File: src/rtl/afc_pkg.sv
package afc_pkg;
  typedef enum logic [1:0] {
    MODE_SWITCH = 2'b00,
    MODE_LOW    = 2'b01,
    MODE_HIZ    = 2'b10
  } out_mode_e;
endpackage

File: src/rtl/afc_input_sync.sv
module afc_input_sync #(
  parameter int NCH     = 2,
  parameter int VW      = 10,
  parameter int AW      = 6,
  parameter int STAGES  = 2
) (
  input  logic          clk,
  input  logic          rst,
  input  logic          sd_n,
  input  logic          tick_ms,
  input  logic [NCH-1:0] oc_flag,
  input  logic [NCH-1:0] dc_flag,
  input  logic          hot_flag,
  input  logic [VW-1:0] vcc_code,
  input  logic [AW-1:0] avdd_code,
  output logic          sd_on,
  output logic          tick_s,
  output logic          oc_any,
  output logic          dc_any,
  output logic          hot_s,
  output logic [VW-1:0] vcc_s,
  output logic [AW-1:0] avdd_s
);
  // shutdown synchronizer resets to the shutdown state
  logic [STAGES-1:0] sd_chain;

  generate
    if (STAGES == 1) begin : g_one
      always_ff @(posedge clk) begin
        if (rst) sd_chain <= '0;
        else     sd_chain <= sd_n;
      end
    end else begin : g_many
      always_ff @(posedge clk) begin
        if (rst) sd_chain <= '0;
        else     sd_chain <= {sd_chain[STAGES-2:0], sd_n};
      end
    end
  endgenerate

  assign sd_on = sd_chain[STAGES-1];

  always_ff @(posedge clk) begin
    if (rst) begin
      tick_s <= 1'b0;
      oc_any <= 1'b0;
      dc_any <= 1'b0;
      hot_s  <= 1'b0;
      vcc_s  <= '0;
      avdd_s <= '0;
    end else begin
      tick_s <= tick_ms;
      oc_any <= |oc_flag;
      dc_any <= |dc_flag;
      hot_s  <= hot_flag;
      vcc_s  <= vcc_code;
      avdd_s <= avdd_code;
    end
  end
endmodule

File: src/rtl/afc_supply_mon.sv
module afc_supply_mon #(
  parameter int VW       = 10,
  parameter int AW       = 6,
  parameter int OV_SET   = 300,
  parameter int OV_CLR   = 287,
  parameter int VCC_MIN  = 75,
  parameter int AVDD_MIN = 27
) (
  input  logic          clk,
  input  logic          rst,
  input  logic [VW-1:0] vcc_s,
  input  logic [AW-1:0] avdd_s,
  output logic          uv,
  output logic          ov
);
  localparam logic [VW-1:0] SET_C  = VW'(OV_SET);
  localparam logic [VW-1:0] CLR_C  = VW'(OV_CLR);
  localparam logic [VW-1:0] VMIN_C = VW'(VCC_MIN);
  localparam logic [AW-1:0] AMIN_C = AW'(AVDD_MIN);

  always_ff @(posedge clk) begin
    if (rst) begin
      uv <= 1'b0;
      ov <= 1'b0;
    end else begin
      uv <= (vcc_s < VMIN_C) || (avdd_s < AMIN_C);
      if (vcc_s > SET_C)      ov <= 1'b1;
      else if (vcc_s < CLR_C) ov <= 1'b0;
    end
  end
endmodule

File: src/rtl/afc_persist_timer.sv
module afc_persist_timer #(
  parameter int HOLD = 420
) (
  input  logic clk,
  input  logic rst,
  input  logic run,
  input  logic tick,
  output logic done
);
  localparam int CW = $clog2(HOLD + 1);
  localparam logic [CW-1:0] LIMIT = CW'(HOLD);

  logic [CW-1:0] cnt;

  always_ff @(posedge clk) begin
    if (rst || !run)               cnt <= '0;
    else if (tick && cnt < LIMIT)  cnt <= cnt + 1'b1;
  end

  assign done = run && (cnt == LIMIT);
endmodule

File: src/rtl/amp_fault_ctrl.sv
module amp_fault_ctrl
  import afc_pkg::*;
#(
  parameter int NCH         = 2,
  parameter int VCC_W       = 10,
  parameter int AVDD_W      = 6,
  parameter int HOLD_MS     = 420,
  parameter int SYNC_STAGES = 2,
  parameter int OV_SET      = 300,
  parameter int OV_CLR      = 287,
  parameter int VCC_MIN     = 75,
  parameter int AVDD_MIN    = 27
) (
  input  logic              clk,
  input  logic              rst,
  input  logic              sd_n,
  input  logic              tick_ms,
  input  logic [NCH-1:0]    oc_flag,
  input  logic [NCH-1:0]    dc_flag,
  input  logic              hot_flag,
  input  logic [VCC_W-1:0]  vcc_code,
  input  logic [AVDD_W-1:0] avdd_code,
  output logic [1:0]        mode_o,
  output logic              fault_n
);
  logic              sd_on, tick_s, oc_any, dc_any, hot_s;
  logic [VCC_W-1:0]  vcc_s;
  logic [AVDD_W-1:0] avdd_s;
  logic              uv_flag, ov_flag;
  logic              sc_latch, dc_latch, sd_on_d;
  logic              dc_done, rec_done;
  logic              sd_rise;

  afc_input_sync #(
    .NCH(NCH), .VW(VCC_W), .AW(AVDD_W), .STAGES(SYNC_STAGES)
  ) u_sync (
    .clk(clk), .rst(rst), .sd_n(sd_n), .tick_ms(tick_ms),
    .oc_flag(oc_flag), .dc_flag(dc_flag), .hot_flag(hot_flag),
    .vcc_code(vcc_code), .avdd_code(avdd_code),
    .sd_on(sd_on), .tick_s(tick_s), .oc_any(oc_any), .dc_any(dc_any),
    .hot_s(hot_s), .vcc_s(vcc_s), .avdd_s(avdd_s)
  );

  afc_supply_mon #(
    .VW(VCC_W), .AW(AVDD_W), .OV_SET(OV_SET), .OV_CLR(OV_CLR),
    .VCC_MIN(VCC_MIN), .AVDD_MIN(AVDD_MIN)
  ) u_supply (
    .clk(clk), .rst(rst), .vcc_s(vcc_s), .avdd_s(avdd_s),
    .uv(uv_flag), .ov(ov_flag)
  );

  // DC offset must persist before it becomes a fault
  afc_persist_timer #(.HOLD(HOLD_MS)) u_dc_timer (
    .clk(clk), .rst(rst), .run(dc_any && !dc_latch), .tick(tick_s),
    .done(dc_done)
  );

  // timed release of the short latch while shutdown is held low
  afc_persist_timer #(.HOLD(HOLD_MS)) u_rec_timer (
    .clk(clk), .rst(rst), .run(sc_latch && !sd_on), .tick(tick_s),
    .done(rec_done)
  );

  assign sd_rise = sd_on && !sd_on_d;

  always_ff @(posedge clk) begin
    if (rst) begin
      sd_on_d  <= 1'b0;
      sc_latch <= 1'b0;
      dc_latch <= 1'b0;
    end else begin
      sd_on_d <= sd_on;
      if (dc_done) dc_latch <= 1'b1;
      // a present overload wins over any clear request
      if (oc_any)                    sc_latch <= 1'b1;
      else if (rec_done || sd_rise)  sc_latch <= 1'b0;
    end
  end

  out_mode_e mode_q;

  always_ff @(posedge clk) begin
    if (rst) begin
      mode_q  <= MODE_HIZ;
      fault_n <= 1'b1;
    end else begin
      if (!sd_on || sc_latch || dc_latch)    mode_q <= MODE_HIZ;
      else if (uv_flag || ov_flag || hot_s)  mode_q <= MODE_LOW;
      else                                   mode_q <= MODE_SWITCH;
      fault_n <= !(sc_latch || dc_latch);
    end
  end

  assign mode_o = mode_q;
endmodule

File: config.mk
export PLATFORM = sky130hd
export DESIGN_NAME = amp_fault_ctrl
export DESIGN_NICKNAME = d
export VERILOG_FILES = /design/src/rtl/afc_pkg.sv /design/src/rtl/afc_input_sync.sv /design/src/rtl/afc_supply_mon.sv /design/src/rtl/afc_persist_timer.sv /design/src/rtl/amp_fault_ctrl.sv
export SDC_FILE = /design/constraint.sdc
export NUM_CORES = 1
export LEC_CHECK = 0
export ABC_AREA = 1
export BUFFER_PORTS_ARGS = -buffer_cell sky130_fd_sc_hd__buf_2
export CORE_MARGIN = 1.5
export CORE_UTILIZATION = 35
export CTS_BUF_LIST = sky130_fd_sc_hd__clkbuf_8
export DETAILED_ROUTE_END_ITERATION = 7
export SLEW_MARGIN = 20
export SYNTH_ARGS = -nofsm -noshare
export SYNTH_HDL_FRONTEND = slang
export SYNTH_SLANG_ARGS = --single-unit
File: constraint.sdc
create_clock -name clk -period 3.4 [get_ports clk]
set_input_delay 0.34 -clock clk [delete_from_list [all_inputs] [get_ports clk]]
set_output_delay 0.34 -clock clk [all_outputs]
set_load 0.03 [all_outputs]
==> impl_metrics.csv <==
group,metric,value,unit
global_route,grt_usage,12.7,%
synthesis,synth_top_area_share,46.2,%
synthesis,synth_simple_gate_area_share,29.3,%
power_and_ir_drop,p_per_area,449,nW/um^2
worst_setup_path,crit_fanout,14,
sta,hold_viol,0,
sta,fmax,747,MHz
clocking,clkTransAtPathRegs,90,ps
clocking,cts_resized,0,
global_route,grt_pass1_vias,1485,
worst_setup_path,slowest_delay,650,ps
synthesis,synth_top_family_by_area,"simple AND/OR/NAND/NOR gates",
worst_setup_path,start_kind,"register",
finish,drive_above_1_share,15.0,%
clocking,cts_inserted_buffers,5,
outcome,outcome,"completed",
die,start_util,37.1,%
sta,slew_viol_final,0,
finish,n_antenna_cell,0,
finish,fillers,604,
synthesis,synthesis.instances,291,
sta,finalCritPeriodShare,39.3,%
sta,relSlewSlack,65.2,%
synthesis,synthXorXnorAreaFrac,1.69,%
global_route,globalRouteMet3Util,3.41,%
sta,finalClockSkew,4.65,ps
clocking,tritoncts,"built",
sta,worst_pin_slew,521,ps
clocking,h-tree-depth,2,
worst_setup_path,cp_slowest_cell,"dfxtp_1",
synthesis,ys_types,24,
worst_setup_path,r2r_start,"u_sync.tick_s",
global_route,grt_max_degree,29,
global_route,gr-total-overflow,0,
clocking,cts-hold-fix-buffers,0,
placement,place.gp.congestion,0.806,
die,pin_count,28,
power_and_ir_drop,power.leakage,1.07,nW
drt,routed_wl,3.66,mm
clocking,clockBufferDepth,2,
finish,area_growth,14.8,%
worst_setup_path,worstPathRequired,3590,ps
clocking,cts_setup_buffers,0,
worst_setup_path,r2r-end,"u_dc_timer.cnt[6]",
worst_setup_path,endpoint_kind,"register",
die,core,5610,um^2
finish,nNetsFinal,348,
placement,portBuffers,27,
global_route,top_usage_layer,"met2",
worst_setup_path,crit_path_cell_trace,"nand3_2 > o21ai_0 > nor2_1",
worst_setup_path,rrSetupSlack,2060,ps
synthesis,synth_warnings,0,
synthesis,yosys.area_share.adder,2.41,%
die,rows,27,
global_route,antenna_found_initial,0,
power_and_ir_drop,ir_worst_vdd,330,uV
clocking,cts_root_buf,"clkbuf_8",
drt,wire_per_inst,9.34,um
die,die_w,80.1,um
worst_hold_path,worstHoldStart,"vcc_code[3]",
synthesis,syn-mean-instance-area,7.14,um^2
sta,timing.hold.ws,246,ps
synthesis,synth_mux_area_share,0,%
synthesis,ys_seq_elements,48,
flow_run,cap_violations,0,
synthesis,synth_area_leader_cell,"dfxtp_1",
synthesis,synth_seq_area_share,46.2,%
sta,rsz0062_at_grt,"false",
sta,fin_crit,1340,ps
drt,drt_first_iter_violations,63,
worst_hold_path,hold_path_depth,3,
clocking,cts.sink_count,48,
worst_hold_path,whs_endpoint,"u_sync.vcc_s[3]",
global_route,grt_util_met2,21.1,%
synthesis,synth_compound_area_share,8.55,%
synthesis,syn_nets,320,
die,die_h,80.1,um
worst_hold_path,hp-class,"input port to register",
clocking,insertion_delay,290,ps
drt,drt_pre_antenna_iters,4,
synthesis,synth.area.top_cells,"dfxtp_1 (46%), nand2_1 (10%), inv_1 (9.8%)",
global_route,grt_pass1_wl,6.38,mm
drt,vias,1719,
worst_setup_path,worstPathArrival,1530,ps
placement,dp_hpwl,2.75,mm
worst_setup_path,reg2reg_depth,3,
drt,drc_errors,0,
synthesis,synthesis.area,2080,um^2
drt,ant_nets,0,
worst_setup_path,critPathKind,"register to register",
sta,setup_viol_count_final,0,
global_route,use_met1,16.0,%
sta,final.setup.tns,0,ps
drt,vias_per_cell,4.39,
die,die_area,6410,um^2
finish,fin_util,42.5,%
layout make-up:
type | count | area (um^2) | share of cell area, %
clock buffers | 6 | 82.6 | 3.46
clock inverters | 2 | 38.8 | 1.63
inverters | 55 | 206 | 8.66
multi-input cells | 182 | 871 | 36.5
flip-flops and latches | 48 | 961 | 40.3
well taps | 72 | 90.1 | 3.78
repair buffers | 27 | 135 | 5.67
placed cells by master, fill, tap and decap left out:
cell type and count:
a21oi_1 20, nand2_2 6, clkbuf_8 6, xnor2_1 1, a21oi_2 1, buf_2 27, a31oi_1 1, o21bai_1 1
o21ai_1 1, inv_1 54, nand3_2 2, nor2_4 1, o21ai_0 10, nor3_1 5, nand3_1 17, nor2_2 2
bufinv_16 1, ha_1 4, nor2_1 45, clkinv_4 1, dfxtp_1 48, nand2_1 56, nand4_1 6, xor2_1 3
inv_2 1
cell usage after synthesis:
library cell   n
dfxtp_1       48
buf_6          2
o21ai_0       10
inv_2          1
o21bai_1       1
a31oi_1        1
buf_2          2
xnor2_1        1
xor2_1         3
a21oi_1       20
nor2_1        45
buf_1          2
a21oi_2        1
o21ai_1        1
nor2_2         2
nor2_4         1
nand3_1       17
inv_1         54
nand2_1       56
nand3_2        2
nand2_2        6
nand4_1        6
ha_1           4
nor3_1         5
per-stage QoR:
| step | instance area, um^2 | cells | setup WS [ps] | total power [mW] |
|---|---|---|---|---|
| floorplan | 2080 | 291 | 2260 | 0.639 |
| global placement | 2260 | 384 | 1970 | 0.663 |
| detailed placement | 2260 | 384 | 1950 | 0.664 |
| CTS | 2380 | 392 | 2040 | 1.09 |
| global route | 2380 | 392 | 1930 | 1.12 |
| finish | 2380 | 392 | 2060 | 1.07 |
state kept, by name, summed over array words and instances (netlist names), 2 cells and up:
register / count
u_sync.vcc_s: 10
u_dc_timer.cnt: 9
u_rec_timer.cnt: 9
u_sync.avdd_s: 6
mode_o: 2
u_sync.sd_chain: 2
worst max path at each step:
stage | from | to | slack [ps] | cells after the start
2_1_floorplan | u_dc_timer.cnt[0] | u_dc_timer.cnt[6] | 2260 | 6
3_3_place_gp | rst | u_rec_timer.cnt[7] | 1970 | 6
3_5_place_dp | rst | u_rec_timer.cnt[7] | 1950 | 6
4_1_cts | u_sync.tick_s | u_dc_timer.cnt[6] | 2040 | 3
5_1_grt | u_rec_timer.cnt[5] | u_rec_timer.cnt[6] | 1930 | 6
6_report | u_sync.tick_s | u_dc_timer.cnt[6] | 2060 | 3
per-layer routing:
| metal | up-vias | part of all wire [%] |
|---|---|---|
| li1 | 944 | - |
| met1 | 745 | 50 |
| met2 | 28 | 46 |
| met3 | 2 | 3.5 |
| met4 | 0 | 0.85 |
| met5 | - | 0 |
logic make-up (layout without fill, tap and decap cells):
family | count (synthesis) | after routing
adders and majority gates | 4 | 4
AOI/OAI and AO/OA | 34 | 34
xor gates and xnor gates | 4 | 4
DFF | 48 | 48
and+or+nand+nor | 140 | 140
buffers and inverters | 61 | 90
worst max-delay path, delay by kind of cell (launching register included):
kind | cells | cell delay [ps]
flip-flops | 1 | 650
AND/OR/NAND/NOR | 2 | 360
AO/OA/AOI/OAI | 1 | 220
power breakdown:
part / internal [mW] / leakage [nW] / switching [mW]
logic: 0.0244 / 0.610 / 0.0336
clock network: 0.240 / 0.0614 / 0.181
registers: 0.580 / 0.394 / 0.0102
total: 0.845 / 1.07 / 0.225
(Power assumes the default switching activity.)
